[src/rtl/mvote_pkg.sv]
package mvote_pkg;
    typedef enum logic [1:0] {
        ST_IDLE    = 2'd0,
        ST_COLLECT = 2'd1,
        ST_RXOFF   = 2'd2
    } mv_state_e;

    localparam int unsigned MV_COPIES = 5;
endpackage

[src/rtl/mvote_bit_counters.sv]
module mvote_bit_counters #(
    parameter int unsigned WORD_W = 40
) (
    input  logic              clk,
    input  logic              rst_n,
    input  logic              clear,
    input  logic              add,
    input  logic [WORD_W-1:0] add_vec,
    input  logic [2:0]        thr,
    output logic [WORD_W-1:0] vote
);
    for (genvar i = 0; i < WORD_W; i++) begin : g_bit
        logic [2:0] cnt;
        logic [3:0] sum;

        always_ff @(posedge clk or negedge rst_n) begin
            if (!rst_n)
                cnt <= '0;
            else if (clear)
                cnt <= '0;
            else if (add && add_vec[i])
                cnt <= cnt + 3'd1;
        end

        assign sum     = {1'b0, cnt} + {3'b000, add & add_vec[i]};
        assign vote[i] = (sum >= {1'b0, thr});

        assert_cnt_max_R2: assert property (@(posedge clk) disable iff (!rst_n)
            cnt <= 3'd5);
    end
endmodule

[src/rtl/mvote_frame_timer.sv]
module mvote_frame_timer #(
    parameter int unsigned TMO_VOICE = 920,
    parameter int unsigned TMO_CTRL  = 463
) (
    input  logic clk,
    input  logic rst_n,
    input  logic start,
    input  logic voice_sel,
    input  logic run,
    input  logic tick,
    output logic expire
);
    localparam int unsigned TMO_MAX = (TMO_VOICE > TMO_CTRL) ? TMO_VOICE : TMO_CTRL;
    localparam int unsigned TW      = $clog2(TMO_MAX + 1);

    logic [TW-1:0] cnt;
    logic          voice_q;
    logic [TW-1:0] lim_m1;

    assign lim_m1 = voice_q ? TW'(TMO_VOICE - 1) : TW'(TMO_CTRL - 1);

    always_ff @(posedge clk or negedge rst_n) begin
        if (!rst_n) begin
            cnt     <= '0;
            voice_q <= 1'b0;
        end else if (start) begin
            cnt     <= '0;
            voice_q <= voice_sel;
        end else if (run && tick && cnt != lim_m1) begin
            cnt <= cnt + 1'b1;
        end
    end

    assign expire = run && tick && !start && (cnt == lim_m1);

    assert_timer_bound_R7: assert property (@(posedge clk) disable iff (!rst_n)
        cnt <= lim_m1);
endmodule

[src/rtl/mvote_repeat_buf.sv]
module mvote_repeat_buf #(
    parameter int unsigned WORD_W = 40
) (
    input  logic              clk,
    input  logic              rst_n,
    input  logic              clear,
    input  logic              shift,
    input  logic              bit_in,
    output logic              complete,
    output logic [WORD_W-1:0] new_word,
    output logic              triple_match
);
    localparam int unsigned IW = $clog2(WORD_W);

    logic [WORD_W-1:0] cur;
    logic [WORD_W-1:0] prev1;
    logic [WORD_W-1:0] prev2;
    logic [IW-1:0]     idx;

    assign new_word     = {cur[WORD_W-2:0], bit_in};
    assign complete     = shift && (idx == IW'(WORD_W - 1));
    assign triple_match = (new_word == prev1) && (prev1 == prev2);

    always_ff @(posedge clk or negedge rst_n) begin
        if (!rst_n) begin
            cur   <= '0;
            prev1 <= '0;
            prev2 <= '0;
            idx   <= '0;
        end else if (clear) begin
            cur   <= '0;
            prev1 <= '0;
            prev2 <= '0;
            idx   <= '0;
        end else if (shift) begin
            cur <= new_word;
            if (complete) begin
                idx   <= '0;
                prev2 <= prev1;
                prev1 <= new_word;
            end else begin
                idx <= idx + 1'b1;
            end
        end
    end

    assert_idx_bound_R10: assert property (@(posedge clk) disable iff (!rst_n)
        idx <= IW'(WORD_W - 1));
endmodule

[src/rtl/mvote_top.sv]
module mvote_top
    import mvote_pkg::*;
#(
    parameter int unsigned WORD_W    = 40,
    parameter int unsigned TMO_VOICE = 920,
    parameter int unsigned TMO_CTRL  = 463
) (
    input  logic              clk,
    input  logic              rst_n,
    input  logic              sync_pulse,
    input  logic              voice_mode,
    input  logic              early_mode,
    input  logic              bit_tick,
    input  logic              bit_en,
    input  logic              bit_in,
    output logic [WORD_W-1:0] word_out,
    output logic              word_valid,
    output logic              word_partial,
    output logic              rx_off
);
    localparam int unsigned RW = $clog2(2 * WORD_W + 1);

    mv_state_e         state, state_n;
    logic [2:0]        rep_cnt;
    logic [2:0]        eff_reps;
    logic [RW-1:0]     remain_q;
    logic              accept, slot, complete, triple, expire;
    logic              full_done, early_hit, tmo_out;
    logic [2:0]        thr;
    logic [WORD_W-1:0] new_word, vote;

    assign slot   = bit_tick && bit_en;
    assign accept = slot && (state == ST_COLLECT) && !sync_pulse;

    mvote_repeat_buf #(.WORD_W(WORD_W)) u_buf (
        .clk(clk), .rst_n(rst_n), .clear(sync_pulse), .shift(accept),
        .bit_in(bit_in), .complete(complete), .new_word(new_word),
        .triple_match(triple)
    );

    mvote_bit_counters #(.WORD_W(WORD_W)) u_cnt (
        .clk(clk), .rst_n(rst_n), .clear(sync_pulse), .add(complete),
        .add_vec(new_word), .thr(thr), .vote(vote)
    );

    mvote_frame_timer #(.TMO_VOICE(TMO_VOICE), .TMO_CTRL(TMO_CTRL)) u_tmr (
        .clk(clk), .rst_n(rst_n), .start(sync_pulse), .voice_sel(voice_mode),
        .run(state != ST_IDLE), .tick(bit_tick), .expire(expire)
    );

    assign eff_reps  = rep_cnt + {2'b00, complete};
    assign thr       = (eff_reps >= 3'd4) ? 3'd3 : 3'd2;
    assign full_done = complete && (rep_cnt == 3'(MV_COPIES - 1));
    assign early_hit = complete && early_mode && triple &&
                       (rep_cnt == 3'd2 || rep_cnt == 3'd3);
    assign tmo_out   = expire && (eff_reps >= 3'd3);

    // next-state logic
    always_comb begin
        state_n = state;
        unique case (state)
            ST_IDLE: begin
                if (sync_pulse) state_n = ST_COLLECT;             // SYNC_START
            end
            ST_COLLECT: begin
                if (sync_pulse)     state_n = ST_COLLECT;         // RESTART
                else if (full_done) state_n = ST_IDLE;            // FULL_DONE
                else if (early_hit) state_n = ST_RXOFF;           // EARLY_HIT
                else if (expire)    state_n = ST_IDLE;            // TIMEOUT
            end
            ST_RXOFF: begin
                if (sync_pulse)                       state_n = ST_COLLECT; // RESTART
                else if (slot && remain_q == RW'(1))  state_n = ST_IDLE;    // SLOTS_DONE
                else if (expire)                      state_n = ST_IDLE;    // TIMEOUT
            end
            default: state_n = ST_IDLE;
        endcase
    end

    // state register
    always_ff @(posedge clk or negedge rst_n) begin
        if (!rst_n) state <= ST_IDLE;
        else        state <= state_n;
    end

    // copy count and skipped-slot counter
    always_ff @(posedge clk or negedge rst_n) begin
        if (!rst_n) begin
            rep_cnt  <= '0;
            remain_q <= '0;
        end else if (sync_pulse) begin
            rep_cnt  <= '0;
            remain_q <= '0;
        end else begin
            if (state_n != ST_COLLECT)
                rep_cnt <= '0;
            else if (complete)
                rep_cnt <= rep_cnt + 3'd1;

            if (state == ST_COLLECT && early_hit)
                remain_q <= (rep_cnt == 3'd2) ? RW'(2 * WORD_W) : RW'(WORD_W);
            else if (state == ST_RXOFF && slot)
                remain_q <= remain_q - 1'b1;
        end
    end

    // outputs
    always_ff @(posedge clk or negedge rst_n) begin
        if (!rst_n) begin
            word_out     <= '0;
            word_valid   <= 1'b0;
            word_partial <= 1'b0;
        end else begin
            word_valid   <= 1'b0;
            word_partial <= 1'b0;
            if (state == ST_COLLECT && !sync_pulse) begin
                if (full_done) begin
                    word_out   <= vote;
                    word_valid <= 1'b1;
                end else if (early_hit) begin
                    word_out   <= new_word;
                    word_valid <= 1'b1;
                end else if (tmo_out) begin
                    word_out     <= vote;
                    word_valid   <= 1'b1;
                    word_partial <= 1'b1;
                end
            end
        end
    end

    assign rx_off = (state == ST_RXOFF);

    assert_rxoff_entry_R4: assert property (@(posedge clk) disable iff (!rst_n)
        $rose(rx_off) |-> (word_valid && !word_partial));
    assert_partial_qual_R8: assert property (@(posedge clk) disable iff (!rst_n)
        word_partial |-> word_valid);
    assert_idle_silent_R9: assert property (@(posedge clk) disable iff (!rst_n)
        (state == ST_IDLE && !sync_pulse) |=> !word_valid);
    assert_rxoff_remain_R5: assert property (@(posedge clk) disable iff (!rst_n)
        (state == ST_RXOFF) |-> (remain_q != '0));
    assert_rep_bound_R2: assert property (@(posedge clk) disable iff (!rst_n)
        rep_cnt <= 3'd4);
endmodule

[config.mk]
export PLATFORM = sky130hd
export DESIGN_NAME = mvote_top
export DESIGN_NICKNAME = d
export VERILOG_FILES = /design/src/rtl/mvote_pkg.sv /design/src/rtl/mvote_bit_counters.sv /design/src/rtl/mvote_frame_timer.sv /design/src/rtl/mvote_repeat_buf.sv /design/src/rtl/mvote_top.sv
export SDC_FILE = /design/constraint.sdc
export NUM_CORES = 1
export LEC_CHECK = 0
export BUFFER_PORTS_ARGS = -buffer_cell sky130_fd_sc_hd__buf_2
export CAP_MARGIN = 20
export CELL_PAD_IN_SITES_DETAIL_PLACEMENT = 1
export CELL_PAD_IN_SITES_GLOBAL_PLACEMENT = 1
export CORE_MARGIN = 8
export CORE_UTILIZATION = 41
export DETAILED_ROUTE_END_ITERATION = 10
export GPL_TIMING_DRIVEN = 0
export PLACE_DENSITY = 0.8
export SLEW_MARGIN = 20
export SYNTH_ARGS = -nofsm -noshare
export SYNTH_HDL_FRONTEND = slang
export SYNTH_SLANG_ARGS = --single-unit
[constraint.sdc]
create_clock -name clk -period 5.5 [get_ports clk]
set_clock_uncertainty 0.15 [all_clocks]
set_input_delay 0.825 -clock clk [delete_from_list [all_inputs] [get_ports clk]]
set_output_delay 0.825 -clock clk [all_outputs]
set_load 0.02 [all_outputs]
* Yosys cells after proc, flatten, opt, wreduce, memory -nomap -nowiden
Index checks and enable logic that the tools add are counted.
Storage, ports and cells: register bits 310, bits of input ports 8, output and inout bits 43, word-level logic and storage cells 461
Operators by class: $add $sub $neg 85, order comparisons 42, equal/unequal tests 12, multiplexer cells 120, bitwise logic cells 40, reductions and logical operators 110
Operators by type and width (number):
- $mux W40 | 9
- $mux W3 | 83
- $add A3 B1 Y4 | 40
- $ge A4 B2 Y1 | 40
- $add A3 B1 Y3 const B | 41
- $reduce_bool A2 Y1 | 44
- $eq A40 B40 Y1 | 2
- $mux W39 | 2
- $logic_and A1 B1 Y1 | 58
- $and A1 B1 Y1 | 40
- $mux W10 | 3
- $mux W7 | 4
- $mux W6 | 3
- $mux W2 | 7
- $add A10 B1 Y10 const B | 1
- $eq A10 B10 Y1 | 1
- $ne A10 B10 Y1 | 1
- $reduce_bool A3 Y1 | 3
- $mux W1 | 8
- $eq A7 B1 Y1 const B | 1
- $sub A7 B1 Y7 const B | 1
- $add A6 B1 Y6 const B | 1
- $eq A3 B2 Y1 const B | 2
- $eq A6 B6 Y1 const B | 1
- other kinds (12) | 13

* Logic depth before layout (Yosys ltp)
depth after elaboration 14, gate-level depth with buffers 15

* Cells and area by module
From an unflattened synthesis, not the netlist that was laid out.
Unflattened totals: cell total of the unflattened synthesis 1979, area, all modules 20171.8 sq um
By module, submodules not included:
- mvote_bit_counters | instances 1, cells each 1087, area each 10817.9 sq um, seq. area each 3002.9 sq um
- mvote_repeat_buf | instances 1, cells each 608, area each 5810.6 sq um, seq. area each 3128.0 sq um
- mvote_top | instances 1, cells each 218, area each 2920.3 sq um, seq. area each 1351.3 sq um
- mvote_frame_timer | instances 1, cells each 66, area each 623.1 sq um, seq. area each 275.3 sq um

* Least setup slack after synthesis
Ideal clock, no wire load.
path type input -> register, start input port sync_pulse, end register word_out[38], library setup time 0.125 ns, arrival time 5.817 ns, slack -0.592 ns, stages on the path 13, buffers on the path 3, cells stage by stage or3b_4 nor4_4 clkbuf_1 clkbuf_1 buf_1 ha_1 ha_1 xor2_1 ha_1 o21ai_0 o21ai_0 mux2_2 mux2_2
Between the ends: word-level cells in the longest chain between the ends 10
Ends and longest elaborated chain:
- start, declared | line mvote_top.sv:10 | input logic sync_pulse,
- $logic_not A1 Y1 * | line mvote_frame_timer.sv:34, mvote_top.sv:33, mvote_top.sv:116
- $logic_and A1 B1 Y1 | line mvote_top.sv:33 | assign accept = slot && (state == ST_COLLECT) && !sync_pulse;
- $logic_and A1 B1 Y1 | line mvote_repeat_buf.sv:21 | assign complete = shift && (idx == IW'(WORD_W - 1));
- $add A3 B1 Y3 | line mvote_top.sv:51 | assign eff_reps = rep_cnt + {2'b00, complete};
- $ge A3 B3 Y1 | line mvote_top.sv:52 | assign thr = (eff_reps >= 3'd4) ? 3'd3 : 3'd2;
- $mux W1 | line mvote_top.sv:52
- $ge A4 B2 Y1 | line mvote_bit_counters.sv:26 | assign vote[i] = (sum >= {1'b0, thr});
- $mux W40 | line mvote_top.sv:123 | end else if (tmo_out) begin
- $mux W40 | line mvote_top.sv:120 | end else if (early_hit) begin
- $mux W40 | line mvote_top.sv:117 | if (full_done) begin
- end signal, assigned | line mvote_top.sv:118 | word_out <= vote;
- end signal, assigned | line mvote_top.sv:121 | word_out <= new_word;
- end signal, assigned | line mvote_top.sv:124 | word_out <= vote;
- end, declared | line mvote_top.sv:16 | output logic [WORD_W-1:0] word_out,
Every way passes the cells marked *; elsewhere a longest branch is shown, timed or not. The select of a mux whose other input is x is not followed. A chain may end at the register's enable or synchronous reset.

* Worst setup path in the final report
start register state[1], end register word_out[1]
Between the ends: word-level cells in the longest chain between the ends 11
Ends and longest elaborated chain:
- start, declared | line mvote_top.sv:23 | mv_state_e state, state_n;
- start signal, assigned | line mvote_top.sv:83 | else state <= state_n;
- $eq A2 B1 Y1 | line mvote_top.sv:33, mvote_top.sv:116
- $logic_and A1 B1 Y1 (2 in series) | line mvote_top.sv:33
- $logic_and A1 B1 Y1 | line mvote_repeat_buf.sv:21
- $add A3 B1 Y3 | line mvote_top.sv:51
- $ge A3 B3 Y1 | line mvote_top.sv:52
- $mux W1 | line mvote_top.sv:52
- $ge A4 B2 Y1 | line mvote_bit_counters.sv:26
- $mux W40 | line mvote_top.sv:123
- $mux W40 | line mvote_top.sv:120
- $mux W40 | line mvote_top.sv:117
Several ways; a longest one is shown, not always the timed one. The select of a mux whose other input is x is not followed.

==> metrics.txt <==
status=finished, final reports clean; Net Count, Synth=2,052; FF+latch count, synth=310; Seq/Total Area, Yosys=0.4449; # diodes=0; first-pass GRT wire length=a little over 80,000 um; Clock Latency Late Sink=around 0.55 ns; Final Hold Fails=0; CTS tree=done; Slew @ Worst Pin=around 1.1 ns; WP data arrival=5.48 ns; share of layout cells above drive strength 1=0.1101; synthesis-to-finish area growth=14.24%; clock root buffer master=clkbuf_16; Routed wire per std cell=between 15 and 20 um; die width=about 220 um; die area=about 49,000 um2; Crit Path Max Fanout=19; critical path data required time=5.78 ns; clock sinks=310; clk slew on worst S/H paths=about 0.060 ns; final WL=between 40,000 and 50,000 um; worst vdd ir=0.3426 mV; die height=222.2 um; fmax=0.1923 GHz; hold slack final=0.07847 ns; slowest stage delay, CP=about 0.57 ns; residual DRC count=0; final setup margin=0.2997 ns; Yosys cell types=51; RR Startpoint=state[1]; fin area=19,920 um2; Mean Syn Cell Area=9.305 um2; Async SR Flop Fraction=1.000; CTS Buf Count=38; crit-path cells=buf_6, or3b_4, nor4_4, clkbuf_2, buf_2, ha_1, ha_1, xor2_4, buf_16, ha_1, o21ai_0, o21ai_0, mux2_2, mux2_2; Post-Syn Area=17,440 um2; initial antenna violation count=0; core area=41,950 um2; H-tree Lvls=2; GRT overflow=0; Synth Warn #=0; Post-Synthesis Cells=between 1,500 and 2,000; Layout Nets=2,148; maximum root-to-sink buffer count=3; Hold Path Class=in -> async; Setup crit end kind=flip-flop; Synth top area share=0.4449; Max-slew headroom=0.2391; placed inst area=18,530 um2; RSZ-0062 raised after global routing=no; placed cells=approximately 2,500; I/O Buffers=50; main flop type after synthesis=dfrtp_1; Vias/cell=around 5.5; Top cell by count, worst path=ha_1; vias in the first global route=15,310; vias after detailed routing=between 10,000 and 15,000; slowest CP cell=clkbuf_2; leakage=10.15 nW; Setup violations, final=0; Tmin final=5.200 ns; first-pass iteration count of the detailed router=6; largest net degree at the start of global routing=92; RePlAce Congestion=0.9046; r2r worst-path depth=14; I/O pins=51; initial drt markers=907; Reg2Reg Setup Slack=0.30 ns; GRT Resource Usage Total=0.2013; final non-filler cell total=approximately 2,500; Initial Util=0.4157; R2R Path End=word_out[1]; final slew viol count=0; Worst Setup Start Kind=flip-flop; type of the worst setup path=reg -> reg; area leader, netlist=dfrtp_1; EDFF count, synth=0; post-detailed-route count of antenna-violating nets=0; largest cells by area after synthesis=dfrtp_1, ha_1, nand2_1, mux2_2, o21ai_0; Max-cap violations=0; P per Cell Area=about 260 nW/um2; final period utilization=0.9455; detailed placer's ending HPWL=34,780 um; pre-CTS setup slack=-1.220 ns; Rows=75
-- cell families after synthesis --
family,after synthesis,synth area share
flip-flops,310,0.4449
buffers and inverters,197,0.04542
adder cells (fa/ha/maj),170,0.1220
AO/OA/AOI/OAI,286,0.08811
XOR/XNOR,99,0.04972
AND/OR/NAND/NOR,728,0.1959
multiplexers,84,0.05403
-- timing repair --
action,4_1_cts,5_1_grt
resized for setup,3,0
hold buffers,0,0
setup buffers,2,0
pin swaps,1,0
endpoints found under the setup margin,41,28
-- Yosys cell counts, types with 8 or more instances --
library cell and n:
nor2b_1 8, clkbuf_1 44, buf_1 8, nand3b_1 78
xnor2_1 38, nor2_1 102, mux2_2 81, nand4_1 8
nand2_1 418, xor2_1 61, nand2b_1 53, inv_1 136
o21ai_0 163, dfrtp_1 310, ha_1 170, nand3_1 11
a21oi_1 90, nor3_1 11
-- metal layers --
metal  vias to the layer above  GRT usage  part of all wire
met1                      7071     0.2535              0.44
met5                         -          0                 0
met3                        90    0.02476             0.034
met2                       245     0.3535              0.50
met4                         0    0.06906             0.027
li1                       6464          -                 -
-- placed cells by master, fill, tap and decap left out, types with 7 or more instances in the layout --
cell type	synthesis	final
nand2_1	418	418
dfrtp_1	310	310
ha_1	170	170
o21ai_0	163	163
inv_1	136	136
nor2_1	102	102
a21oi_1	90	90
mux2_2	81	81
nand3b_1	78	78
xor2_1	61	60
nand2b_1	53	53
clkbuf_1	44	50
buf_2	0	50
clkbuf_16	0	41
xnor2_1	38	38
nand3_1	11	11
nor3_1	11	11
clkbuf_8	0	9
nor2b_1	8	8
nand4_1	8	8
and3_1	7	7
or3_1	7	7
buf_1	8	7
-- report_power, final --
| group | switching [mW] | internal [mW] | leakage, nW |
|---|---|---|---|
| logic | 0.116 | 0.0355 | 5.16 |
| registers | 0.00578 | 2.29 | 4.32 |
| clock network | 1.01 | 1.71 | 0.670 |
-- sequential cells by signal (all words and copies together), names as in the netlist --
| signal | flops |
|---|---|
| u_cnt.g_bit.cnt | 120 |
| u_buf.prev1 | 40 |
| u_buf.prev2 | 40 |
| word_out | 40 |
| u_buf.cur | 39 |
| u_tmr.cnt | 10 |
| remain_q | 7 |
| u_buf.idx | 6 |
| rep_cnt | 3 |
| state | 2 |
| u_tmr.voice_q | 1 |
| word_partial | 1 |
| word_valid | 1 |
-- final cells by class --
cell class	count	area [um2]
Fill cell	4809	22020
Multi-Input combinational cell	1367	8920
Sequential cell	310	7757
Clock buffer	58	1180
Tap cell	539	674.4
Inverter	136	510.5
Timing Repair Buffer	57	412.9
Buffer	60	280.3
Clock inverter	11	186.4
-- how the worst max path moves through the flow --
stage	from	endpoint	slack, ns	cells after the start
after floorplan	sync_pulse	word_out[0]	0.15	13
after global placement	sync_pulse	word_out[22]	-2.91	15
after global routing	state[1]	word_out[1]	0.15	14
after CTS	state[1]	word_out[1]	0.004	15
final	state[1]	word_out[1]	0.30	14
after detailed placement	sync_pulse	word_out[15]	-1.22	15
-- critical path, delay by kind of cell (launching register included) --
kind | cells | cell delay [ns]
compound gates | 2 | 0.38
xor+xnor | 1 | 0.51
buf+inv | 4 | 1.36
flops | 1 | 0.37
fa+ha+maj | 3 | 0.71
simple gates | 2 | 0.95
mux | 2 | 0.63
-- through the flow --
| step | power [mW] | TNS [ns] | utilization |
|---|---|---|---|
| global route | 5.332 | 0 | 0.4749 |
| finish | 5.172 | 0 | 0.4749 |
| CTS | 5.228 | 0 | 0.4750 |
| global placement | 2.477 | -946.28 | 0.4379 |
| detailed placement | 2.488 | -48.57 | 0.4418 |
| floorplan | 2.389 | 0 | - |
Power figures use the tool's default switching activity.
